**config.mk**
```make
export PLATFORM = sky130hd
export DESIGN_NAME = ldr_repack
export DESIGN_NICKNAME = d
export VERILOG_FILES = /design/src/rtl/ldr_pkg.sv /design/src/rtl/ldr_rotate.sv /design/src/rtl/ldr_bank_q.sv /design/src/rtl/ldr_repack.sv
export SDC_FILE = /design/constraint.sdc
export NUM_CORES = 2
export LEC_CHECK = 0
export BUFFER_PORTS_ARGS = -buffer_cell sky130_fd_sc_hd__buf_2
export CAP_MARGIN = 10
export CORE_UTILIZATION = 47
export CTS_CLUSTER_DIAMETER = 120
export DETAILED_ROUTE_END_ITERATION = 12
export GPL_TIMING_DRIVEN = 0
export PLACE_DENSITY_LB_ADDON = 0.15
export SLEW_MARGIN = 0
export SYNTH_ARGS = -nofsm -noshare
export SYNTH_HDL_FRONTEND = slang
export SYNTH_HIERARCHICAL = 1
export SYNTH_SLANG_ARGS = --single-unit
export TNS_END_PERCENT = 50
```
**constraint.sdc**
```tcl
create_clock -name clk -period 10.3 [get_ports clk]
set_input_delay 0.515 -clock clk [delete_from_list [all_inputs] [get_ports clk]]
set_output_delay 0.515 -clock clk [all_outputs]
set_load 0.05 [all_outputs]
```
**src/rtl/ldr_pkg.sv**
```systemverilog
package ldr_pkg;

  localparam int BEAT_W = 64;
  localparam int BEAT_B = BEAT_W / 8;

  typedef enum logic [1:0] {
    EW_64 = 2'd0,
    EW_32 = 2'd1,
    EW_16 = 2'd2,
    EW_RSV = 2'd3
  } ew_e;

  // bytes per element for a width code
  function automatic int f_elem_bytes(input ew_e ew);
    return BEAT_B >> int'(ew);
  endfunction

  // register row of element idx: one row covers nb*density elements
  function automatic int f_row(input int idx, input int nb_log, input ew_e ew);
    return idx >> (nb_log + int'(ew));
  endfunction

  // lane within the row: which slot of the packed row holds idx
  function automatic int f_lane(input int idx, input int nb_log, input ew_e ew);
    return (idx >> nb_log) & ((1 << int'(ew)) - 1);
  endfunction

  // take element k from a beat after discarding boff leading bytes
  function automatic logic [BEAT_W-1:0] f_pick(input logic [BEAT_W-1:0] beat,
                                               input int boff, input int k,
                                               input ew_e ew);
    logic [BEAT_W-1:0] sh;
    int pos;
    pos = boff + k * f_elem_bytes(ew);
    sh  = (pos >= BEAT_B) ? '0 : (beat >> (8 * pos));
    case (ew)
      EW_64:   return sh;
      EW_32:   return {32'd0, sh[31:0]};
      EW_16:   return {48'd0, sh[15:0]};
      default: return {56'd0, sh[7:0]};
    endcase
  endfunction

  // move an element into its lane of the row
  function automatic logic [BEAT_W-1:0] f_place(input logic [BEAT_W-1:0] elem,
                                                input int lane, input ew_e ew);
    return elem << (8 * lane * f_elem_bytes(ew));
  endfunction

  // byte mask of one lane
  function automatic logic [BEAT_B-1:0] f_mask(input int lane, input ew_e ew);
    logic [BEAT_B-1:0] one;
    one = BEAT_B'((1 << f_elem_bytes(ew)) - 1);
    return one << (lane * f_elem_bytes(ew));
  endfunction

endpackage

```
**src/rtl/ldr_rotate.sv**
```systemverilog
module ldr_rotate
  import ldr_pkg::*;
#(
  parameter int NB    = 8,
  parameter int IDX_W = 11,
  parameter int ROW_W = 8
) (
  input  logic [IDX_W-1:0]      start,
  input  logic [2:0]            cnt,
  input  ew_e                   ew,
  input  logic [2:0]            boff,
  input  logic [BEAT_W-1:0]     beat,
  output logic [NB-1:0]         hit,
  output logic [NB*ROW_W-1:0]   row,
  output logic [NB*BEAT_W-1:0]  wdata,
  output logic [NB*BEAT_B-1:0]  wmask
);
  localparam int BL = $clog2(NB);

  // rotation: bank b receives element k = (b - start) mod NB
  for (genvar b = 0; b < NB; b++) begin : g_lane
    logic [BL-1:0]     k;
    logic [IDX_W-1:0]  idx;
    logic [BEAT_W-1:0] elem;
    int                lane;

    assign k    = BL'(b) - start[BL-1:0];
    assign idx  = start + IDX_W'(k);
    assign lane = f_lane(int'(idx), BL, ew);
    assign elem = f_pick(beat, int'(boff), int'(k), ew);

    assign hit[b]                        = int'(k) < int'(cnt);
    assign row[b*ROW_W +: ROW_W]         = ROW_W'(f_row(int'(idx), BL, ew));
    assign wdata[b*BEAT_W +: BEAT_W]     = f_place(elem, lane, ew);
    assign wmask[b*BEAT_B +: BEAT_B]     = f_mask(lane, ew);
  end

endmodule

```
**src/rtl/ldr_bank_q.sv**
```systemverilog
module ldr_bank_q #(
  parameter int W = 80
) (
  input  logic         clk,
  input  logic         rst_n,
  input  logic         push,
  input  logic [W-1:0] din,
  input  logic         pop,
  output logic         vld,
  output logic         full,
  output logic [W-1:0] dout
);
  logic [W-1:0] slot0, slot1;
  logic [1:0]   n;
  logic         do_push, do_pop;

  assign do_pop  = pop && (n != 2'd0);
  assign do_push = push && ((n != 2'd2) || do_pop);

  always_ff @(posedge clk) begin
    if (!rst_n) begin
      n     <= 2'd0;
      slot0 <= '0;
      slot1 <= '0;
    end else begin
      case ({do_push, do_pop})
        2'b10: begin
          if (n == 2'd0) slot0 <= din;
          else           slot1 <= din;
          n <= n + 2'd1;
        end
        2'b01: begin
          slot0 <= slot1;
          n     <= n - 2'd1;
        end
        2'b11: begin
          if (n == 2'd1) slot0 <= din;
          else begin
            slot0 <= slot1;
            slot1 <= din;
          end
        end
        default: ;
      endcase
    end
  end

  assign vld  = (n != 2'd0);
  assign full = (n == 2'd2);
  assign dout = slot0;

endmodule

```
**src/rtl/ldr_repack.sv**
```systemverilog
module ldr_repack
  import ldr_pkg::*;
#(
  parameter int NB    = 8,
  parameter int IDX_W = 11,
  localparam int ROW_W = IDX_W - $clog2(NB)
) (
  input  logic                 clk,
  input  logic                 rst_n,
  input  logic                 resp_valid,
  output logic                 resp_ready,
  input  logic [63:0]          resp_data,
  input  logic [IDX_W-1:0]     resp_start,
  input  logic [2:0]           resp_cnt,
  input  logic [1:0]           resp_ew,
  input  logic [2:0]           resp_boff,
  output logic [NB-1:0]        bw_valid,
  input  logic [NB-1:0]        bw_ready,
  output logic [NB*ROW_W-1:0]  bw_row,
  output logic [NB*64-1:0]     bw_data,
  output logic [NB*8-1:0]      bw_mask
);
  localparam int EW = ROW_W + BEAT_W + BEAT_B;

  logic [NB-1:0]         tgt_hit;
  logic [NB*ROW_W-1:0]   rot_row;
  logic [NB*BEAT_W-1:0]  rot_data;
  logic [NB*BEAT_B-1:0]  rot_mask;
  logic [NB-1:0]         q_full, q_push, q_pop;
  logic                  accept;

  ldr_rotate #(.NB(NB), .IDX_W(IDX_W), .ROW_W(ROW_W)) u_rot (
    .start (resp_start),
    .cnt   (resp_cnt),
    .ew    (ew_e'(resp_ew)),
    .boff  (resp_boff),
    .beat  (resp_data),
    .hit   (tgt_hit),
    .row   (rot_row),
    .wdata (rot_data),
    .wmask (rot_mask)
  );

  // all-or-nothing acceptance across the targeted banks
  assign resp_ready = ~|(tgt_hit & q_full);
  assign accept     = resp_valid && resp_ready;
  assign q_push     = accept ? tgt_hit : '0;
  assign q_pop      = bw_valid & bw_ready;

  for (genvar b = 0; b < NB; b++) begin : g_bank
    logic [EW-1:0] qin, qout;
    assign qin = {rot_row[b*ROW_W +: ROW_W],
                  rot_data[b*BEAT_W +: BEAT_W],
                  rot_mask[b*BEAT_B +: BEAT_B]};

    ldr_bank_q #(.W(EW)) u_q (
      .clk  (clk),
      .rst_n(rst_n),
      .push (q_push[b]),
      .din  (qin),
      .pop  (q_pop[b]),
      .vld  (bw_valid[b]),
      .full (q_full[b]),
      .dout (qout)
    );

    assign bw_row[b*ROW_W +: ROW_W]   = qout[EW-1 -: ROW_W];
    assign bw_data[b*64 +: 64]        = qout[BEAT_B +: BEAT_W];
    assign bw_mask[b*8 +: 8]          = qout[BEAT_B-1:0];
  end

endmodule

```
After elaboration in Yosys (flattened, before gate mapping)
Index checks and enable logic that the tools add are counted.

storage, ports and cells
  register bits = 1296
  bits of input ports = 94
  output and inout bits = 649

cells by class
  add/subtract/negate cells = 43
  multiply operators = 24
  $lt $le $gt $ge = 16
  equal/unequal tests = 74
  shifts and indexed selects = 35
  muxes and demuxes = 73
  bitwise gates (word level) = 10
  reductions and logical operators = 84

operators by type and width
  kind                                                                number
  2-to-1 mux 80 bit                                                   32
  one-hot mux 80 bit (3 select lines)                                 8
  one-hot mux 64 bit (3 select lines)                                 8
  one-hot mux 80 bit (2 select lines)                                 8
  2-to-1 mux 64 bit                                                   8
  left shift 64 x 32 -> 64 bit                                        8
  >> shifter 64 x 32 -> 64 bit                                        8
  adder 4 x 32 -> 32 bit                                              8
  AND 9 x 32 -> 32 bit                                                8
  greater-or-equal comparator 32 x 5 -> 1 bit, second input constant  8
  multiplier 29 x 32 -> 29 bit                                        8
  multiplier 32 x 32 -> 32 bit                                        8
  multiplier 4 x 32 -> 32 bit                                         8
  left shift 8 x 32 -> 8 bit                                          8
  >> shifter 11 x 32 -> 8 bit                                         8
  adder 11 x 3 -> 11 bit                                              8
  == test 2 bit, second input constant                                25
  inequality test 2 bit, second input constant                        24
  nonzero test 2 bit                                                  24
  == test 2 x 1 -> 1 bit, second input constant                       17
  one-hot mux 2 bit (2 select lines)                                  8
  left shift 1 x 2 -> 32 bit, first input constant                    1
  left shift 1 x 32 -> 8 bit, first input constant                    1
  >> shifter 4 x 2 -> 32 bit, first input constant                    1
  other kinds (20)                                                    106

Longest topological paths before layout
  word-level depth = 11
  depth in mapped cells = 35

By module
Netlist, hierarchy kept.

modules (own cells, without submodules)
  module      times used  cells an instance  area an instance (µm²)  seq. area each (µm²)
  ldr_bank_q  8           737                6284.8                  3243.1
  ldr_rotate  1           5963               42852.3                 0.0
  ldr_repack  1           32                 201.4                   0.0

Least setup slack after synthesis
No wires, ideal clock.

  path type = input-to-reg
  start = input port resp_start[0]
  end = register g_bank[0].u_q.slot1[68]
  arrival time = 7.420 ns
  data required time = 10.224 ns
  slack = 2.805 ns
  stages on the path = 28
  cell sequence = buf_2 -> clkinv_1 -> ha_1 -> buf_2 -> xnor2_1 -> o32ai_1 -> a221o_1 -> buf_2 -> nand2_1 -> xor2_1 -> nor2_1 -> ha_1 -> ha_1 -> ha_1 -> ha_1 -> ha_1 -> fa_1 -> ha_1 -> ha_1 -> and3_1 -> nor4_2 -> nand4_2 -> or4_1 -> buf_2 -> or3_1 -> a221oi_2 -> nand2_1 -> a21boi_0

between the ends
  elaborated cells on any way between the ends = 41

RTL lines
  item                                                                                                RTL line                            source
  from (decl)                                                                                         ldr_repack.sv:13                    input logic [IDX_W-1:0] resp_start,
  subtractor 1 x 3 -> 3 bit                                                                           ldr_rotate.sv:27                    assign k = BL'(b) - start[BL-1:0];
  multiplier 4 x 32 -> 32 bit                                                                         ldr_pkg.sv:34                       pos = boff + k * f_elem_bytes(ew);
  adder 4 x 32 -> 32 bit                                                                              ldr_pkg.sv:34
  greater-or-equal comparator 32 x 5 -> 1 bit / >> shifter 64 x 32 -> 64 bit (equally long branches)  ldr_pkg.sv:35                       sh = (pos >= BEAT_B) ? '0 : (beat >> (8 * pos));
  2-to-1 mux 64 bit                                                                                   ldr_pkg.sv:35
  one-hot mux 64 bit (3 select lines)                                                                 ldr_pkg.sv:36                       case (ew)
  left shift 64 x 32 -> 64 bit *                                                                      ldr_pkg.sv:47                       return elem << (8 * lane * f_elem_bytes(ew));
  net rot_data[60]                                                                                    ldr_repack.sv:27                    logic [NB*BEAT_W-1:0] rot_data;
  2-to-1 mux 80 bit (on tied branches)                                                                ldr_bank_q.sv:37, ldr_bank_q.sv:28
  one-hot mux 80 bit (2 select lines) *                                                               ldr_bank_q.sv:26                    case ({do_push, do_pop})
  to (signal assigned)                                                                                ldr_bank_q.sv:29                    else slot1 <= din;
  to (signal assigned)                                                                                ldr_bank_q.sv:40                    slot1 <= din;
  to (decl)                                                                                           ldr_bank_q.sv:13                    logic [W-1:0] slot0, slot1;

The timed path passes the listed nets; every way through them passes the cells marked *. The select of a mux whose other input is x is not followed.
A chain may end at the register's enable or synchronous reset.

Worst setup path in the final report
  start = input port resp_ew[1]
  end = register g_bank[5].u_q.slot1[69]

between the ends
  word-level cells in the longest chain between the ends = 9
  elaborated cells on any way between the ends = 18

ends and longest elaborated chain
  item                                                                                                RTL line                            source
  from (decl)                                                                                         ldr_repack.sv:15                    input logic [1:0] resp_ew,
  >> shifter 4 x 2 -> 32 bit                                                                          ldr_pkg.sv:15                       return BEAT_B >> int'(ew);
  multiplier 4 x 32 -> 32 bit                                                                         ldr_pkg.sv:34
  adder 4 x 32 -> 32 bit                                                                              ldr_pkg.sv:34
  greater-or-equal comparator 32 x 5 -> 1 bit / >> shifter 64 x 32 -> 64 bit (equally long branches)  ldr_pkg.sv:35
  2-to-1 mux 64 bit                                                                                   ldr_pkg.sv:35
  one-hot mux 64 bit (3 select lines)                                                                 ldr_pkg.sv:36
  left shift 64 x 32 -> 64 bit *                                                                      ldr_pkg.sv:47
  net rot_data[381]                                                                                   ldr_repack.sv:27
  2-to-1 mux 80 bit (on tied branches)                                                                ldr_bank_q.sv:37, ldr_bank_q.sv:28
  one-hot mux 80 bit (2 select lines) *                                                               ldr_bank_q.sv:26
  to (signal assigned)                                                                                ldr_bank_q.sv:29
  to (signal assigned)                                                                                ldr_bank_q.sv:40
  to (decl)                                                                                           ldr_bank_q.sv:13

Marked as above.

==> flow_summary.yaml <==
outcome:
  outcome: "finished, violations left"
  violations: "max-capacitance violations, max-slew violations"
finish:
  final_cell_mix: "nor2_1 (1908), nand2_1 (1886), dfxtp_1 (1296)"
  seqCellArea_sq_mm: 0.0259
  fill_cells: 18523
  syn2layout_area_growth_pct: 14.8
  multi_input_area_sq_mm: 0.0624
  finalNonFillerCells: 15930
  drive_gt1_share_pct: 12.6
  nets: 14291
  layout_commonest_cell: "nor2_1"
sta:
  rsz0062_at_grt: "no"
  hold_viol: 0
  holdWs_ps: 280
  maxSlewViolCount: 5
  period_share_pct: 99.8
  tightest_slew_ps: 1590
  max_freq_mhz: 97.3
  fin_ws_ps: 19.6
  setup_viol: 0
  finClkSkew_ps: 50.3
  period_minus_slack_ps: 10280
  relSlewSlack_pct: -6.83
drt:
  ant_nets: 0
  drc: 0
  via_per_inst: 6.45
  routedWlPerCell_um: 31.0
  first_pass_iters: 9
  vias: 102700
  drt_wl_total_um: 495000
  first_iter_violations: 13499
setup_path:
  timing.rr.start: "g_bank[1].u_q/n[0]$_SDFFE_PN0P_"
  startpoint_type: "input port"
  rr_endpoint: "g_bank[4].u_q/dout[13]$_SDFFE_PN0P_"
  end_kind: "register"
  path_max_fanout: 10
  crit_end: "g_bank[5].u_q/slot1[69]$_SDFFE_PN0P_"
  r2r_slack_ps: 5920
  critPathKind: "input port to register"
  worst_ep_required_time_ps: 11060
  r2r_cells: 12
  worstPathArrival_ps: 11040
  startpoint: "resp_ew[1]"
min_path:
  hold_depth: 4
  worstHoldStart: "rst_n"
  min_path_type: "input port to register"
clock_network:
  clk_path_buf_depth: 3
  ctsHoldBuffers: 0
  cts_root_buffer: "clkbuf_16"
  cts_inserted_buffers: 136
  worstSkewPairLatency_ps: 840
  cts_setup_buffers: 0
  cts.reportedPaths.clkPinSlew_ps: 70
  h-tree-depth: 4
  cts_tree: "yes"
  clkSinkCount: 1296
die:
  start_util_pct: 47.3
  die_w_um: 448
  core_sq_mm: 0.197
  rows: 163
  ios: 743
  die_h_um: 448
  die-area_sq_mm: 0.200
run:
  drv_cap: 3
yosys:
  syn_area_per_cell_sq_um: 7.85
  synth-edff-count: 0
  ys_seq_elements: 1296
  netlist_area_sq_mm: 0.0933
  netlist_instances: 11891
  synth_cell_types: 108
  synth_seq_area_share_pct: 27.8
  ys.flop_type: "dfxtp_1"
  yosys_warnings: 6
  async_flop_share_pct: 0
pwr:
  p_total_uw: 29100
  power_leakage_uw: 0.0466
  powerDensity_mw_per_mm2: 271
  ir_drop_mv: 0.342
global_routing:
  grt_pass1_wl_um: 687000
  grt_start_max_net_pins: 17
  overflow: 0
  antenna_found_initial: 75
  grt_pass1_vias: 95469
  grt_usage_pct: 47.4
placed_design:
  dp_hpwl_um: 396000
  pre_cts_ws_ps: -1900
  dpl.cell_count: 15610
  io_buffers: 724
  gp_congestion: 1.12
-- flip-flops by register name, summed over array words and instances (netlist names) --
signal            flops
g_bank.u_q/dout     640
g_bank.u_q/n         16
g_bank.u_q/slot1    640
-- where the power goes --
| group | switching [uW] | internal (uW) |
|---|---|---|
| Clock | 2220 | 2950 |
| Combinational | 12300 | 4210 |
| Sequential | 999 | 6350 |
| Total | 15600 | 13500 |
-- layout make-up --
cell class                 instances  share of cell area (%)
timing repair buffer             788                    4.06
buffer                           918                    3.97
sequential                      1296                    24.2
inverter                         555                    1.95
clock inverter                    50                   0.753
multi-input combinational       9419                    58.2
antenna                           75                   0.175
clock buffer                     189                    3.59
tap                             2640                    3.08
-- worst min-delay path by stage --
stage | to | slack (ps)
3_3_place_gp | g_bank[3].u_q/slot1[72]$_SDFFE_PN0P_ | 450
5_1_grt | g_bank[4].u_q/dout[49]$_SDFFE_PN0P_ | 280
2_1_floorplan | g_bank[0].u_q/slot1[10]$_SDFFE_PN0P_ | 440
3_5_place_dp | g_bank[1].u_q/slot1[16]$_SDFFE_PN0P_ | 460
6_report | g_bank[0].u_q/dout[44]$_SDFFE_PN0P_ | 280
4_1_cts | g_bank[4].u_q/dout[49]$_SDFFE_PN0P_ | 250
-- kinds of logic after synthesis --
group                      count (synthesis)  share of synthesized area, %
adders and majority gates               1083                          16.3
muxes                                    371                          4.80
buffers and inverters                   1474                          6.74
AOI/OAI and AO/OA                       2854                          22.2
xor gates and xnor gates                  83                         0.787
other                                      2                       0.00805
DFF                                     1296                          27.8
and+or+nand+nor                         4728                          21.4
-- synthesized netlist by cell type (all sizes together) (71+ instances only) --
cell	count	share of area [%]
a21boi	646	5.2
a21oi	401	2.2
a22oi	71	0.60
a31oi	135	0.92
and3	72	0.48
buf	327	2.1
clkbuf	592	2.4
dfxtp	1296	28
fa	216	4.6
ha	867	12
inv	546	2.2
mux2	109	1.3
mux2i	214	2.3
nand2	1900	7.7
nand3	148	0.80
nor2	1986	8.2
nor3	160	0.95
o21ai	301	1.6
o221ai	647	6.1
o22ai	144	0.97
-- stage by stage --
stage | TNS, ps | area, sq um | util [%]
5_1_grt | 0 | 107000 | 54.3
4_1_cts | 0 | 107000 | 54.2
6_report | 0 | 107000 | 54.3
3_3_place_gp | -2183510 | 101000 | 51.4
3_5_place_dp | -931390 | 102000 | 51.8
2_1_floorplan | 0 | 94500 | -
-- worst max-delay path, cell delays in order --
cell	delay, ps
buf_2	150
clkbuf_2	540
buf_2	620
nor2_2	610
clkinv_2	570
clkbuf_1	440
ha_1	550
nand2_2	480
clkbuf_2	540
nor2_1	170
fa_1	540
ha_1	310
ha_1	300
ha_1	300
ha_1	280
ha_1	290
ha_1	290
ha_1	370
o2111a_1	160
or3_1	360
and2_1	190
nor3_1	540
clkbuf_1	470
nand3_1	380
o21ai_0	710
nand2_1	110
a21boi_0	170
-- repair_timing --
action | CTS | global route
setup endpoints to repair | 649 | 34
resized for setup | 5 | 5
gates cloned | 0 | 0
-- per-layer routing --
metal  GRT usage [%]  vias up  share of wire, %
met5               0        -             0.046
met4            30.6       36               7.5
met3            15.9     1542                13
met2            67.2     7085                41
met1            61.0    49983                39
li1                -    44054                 -
Note: power is estimated with default switching activity, not from simulation.
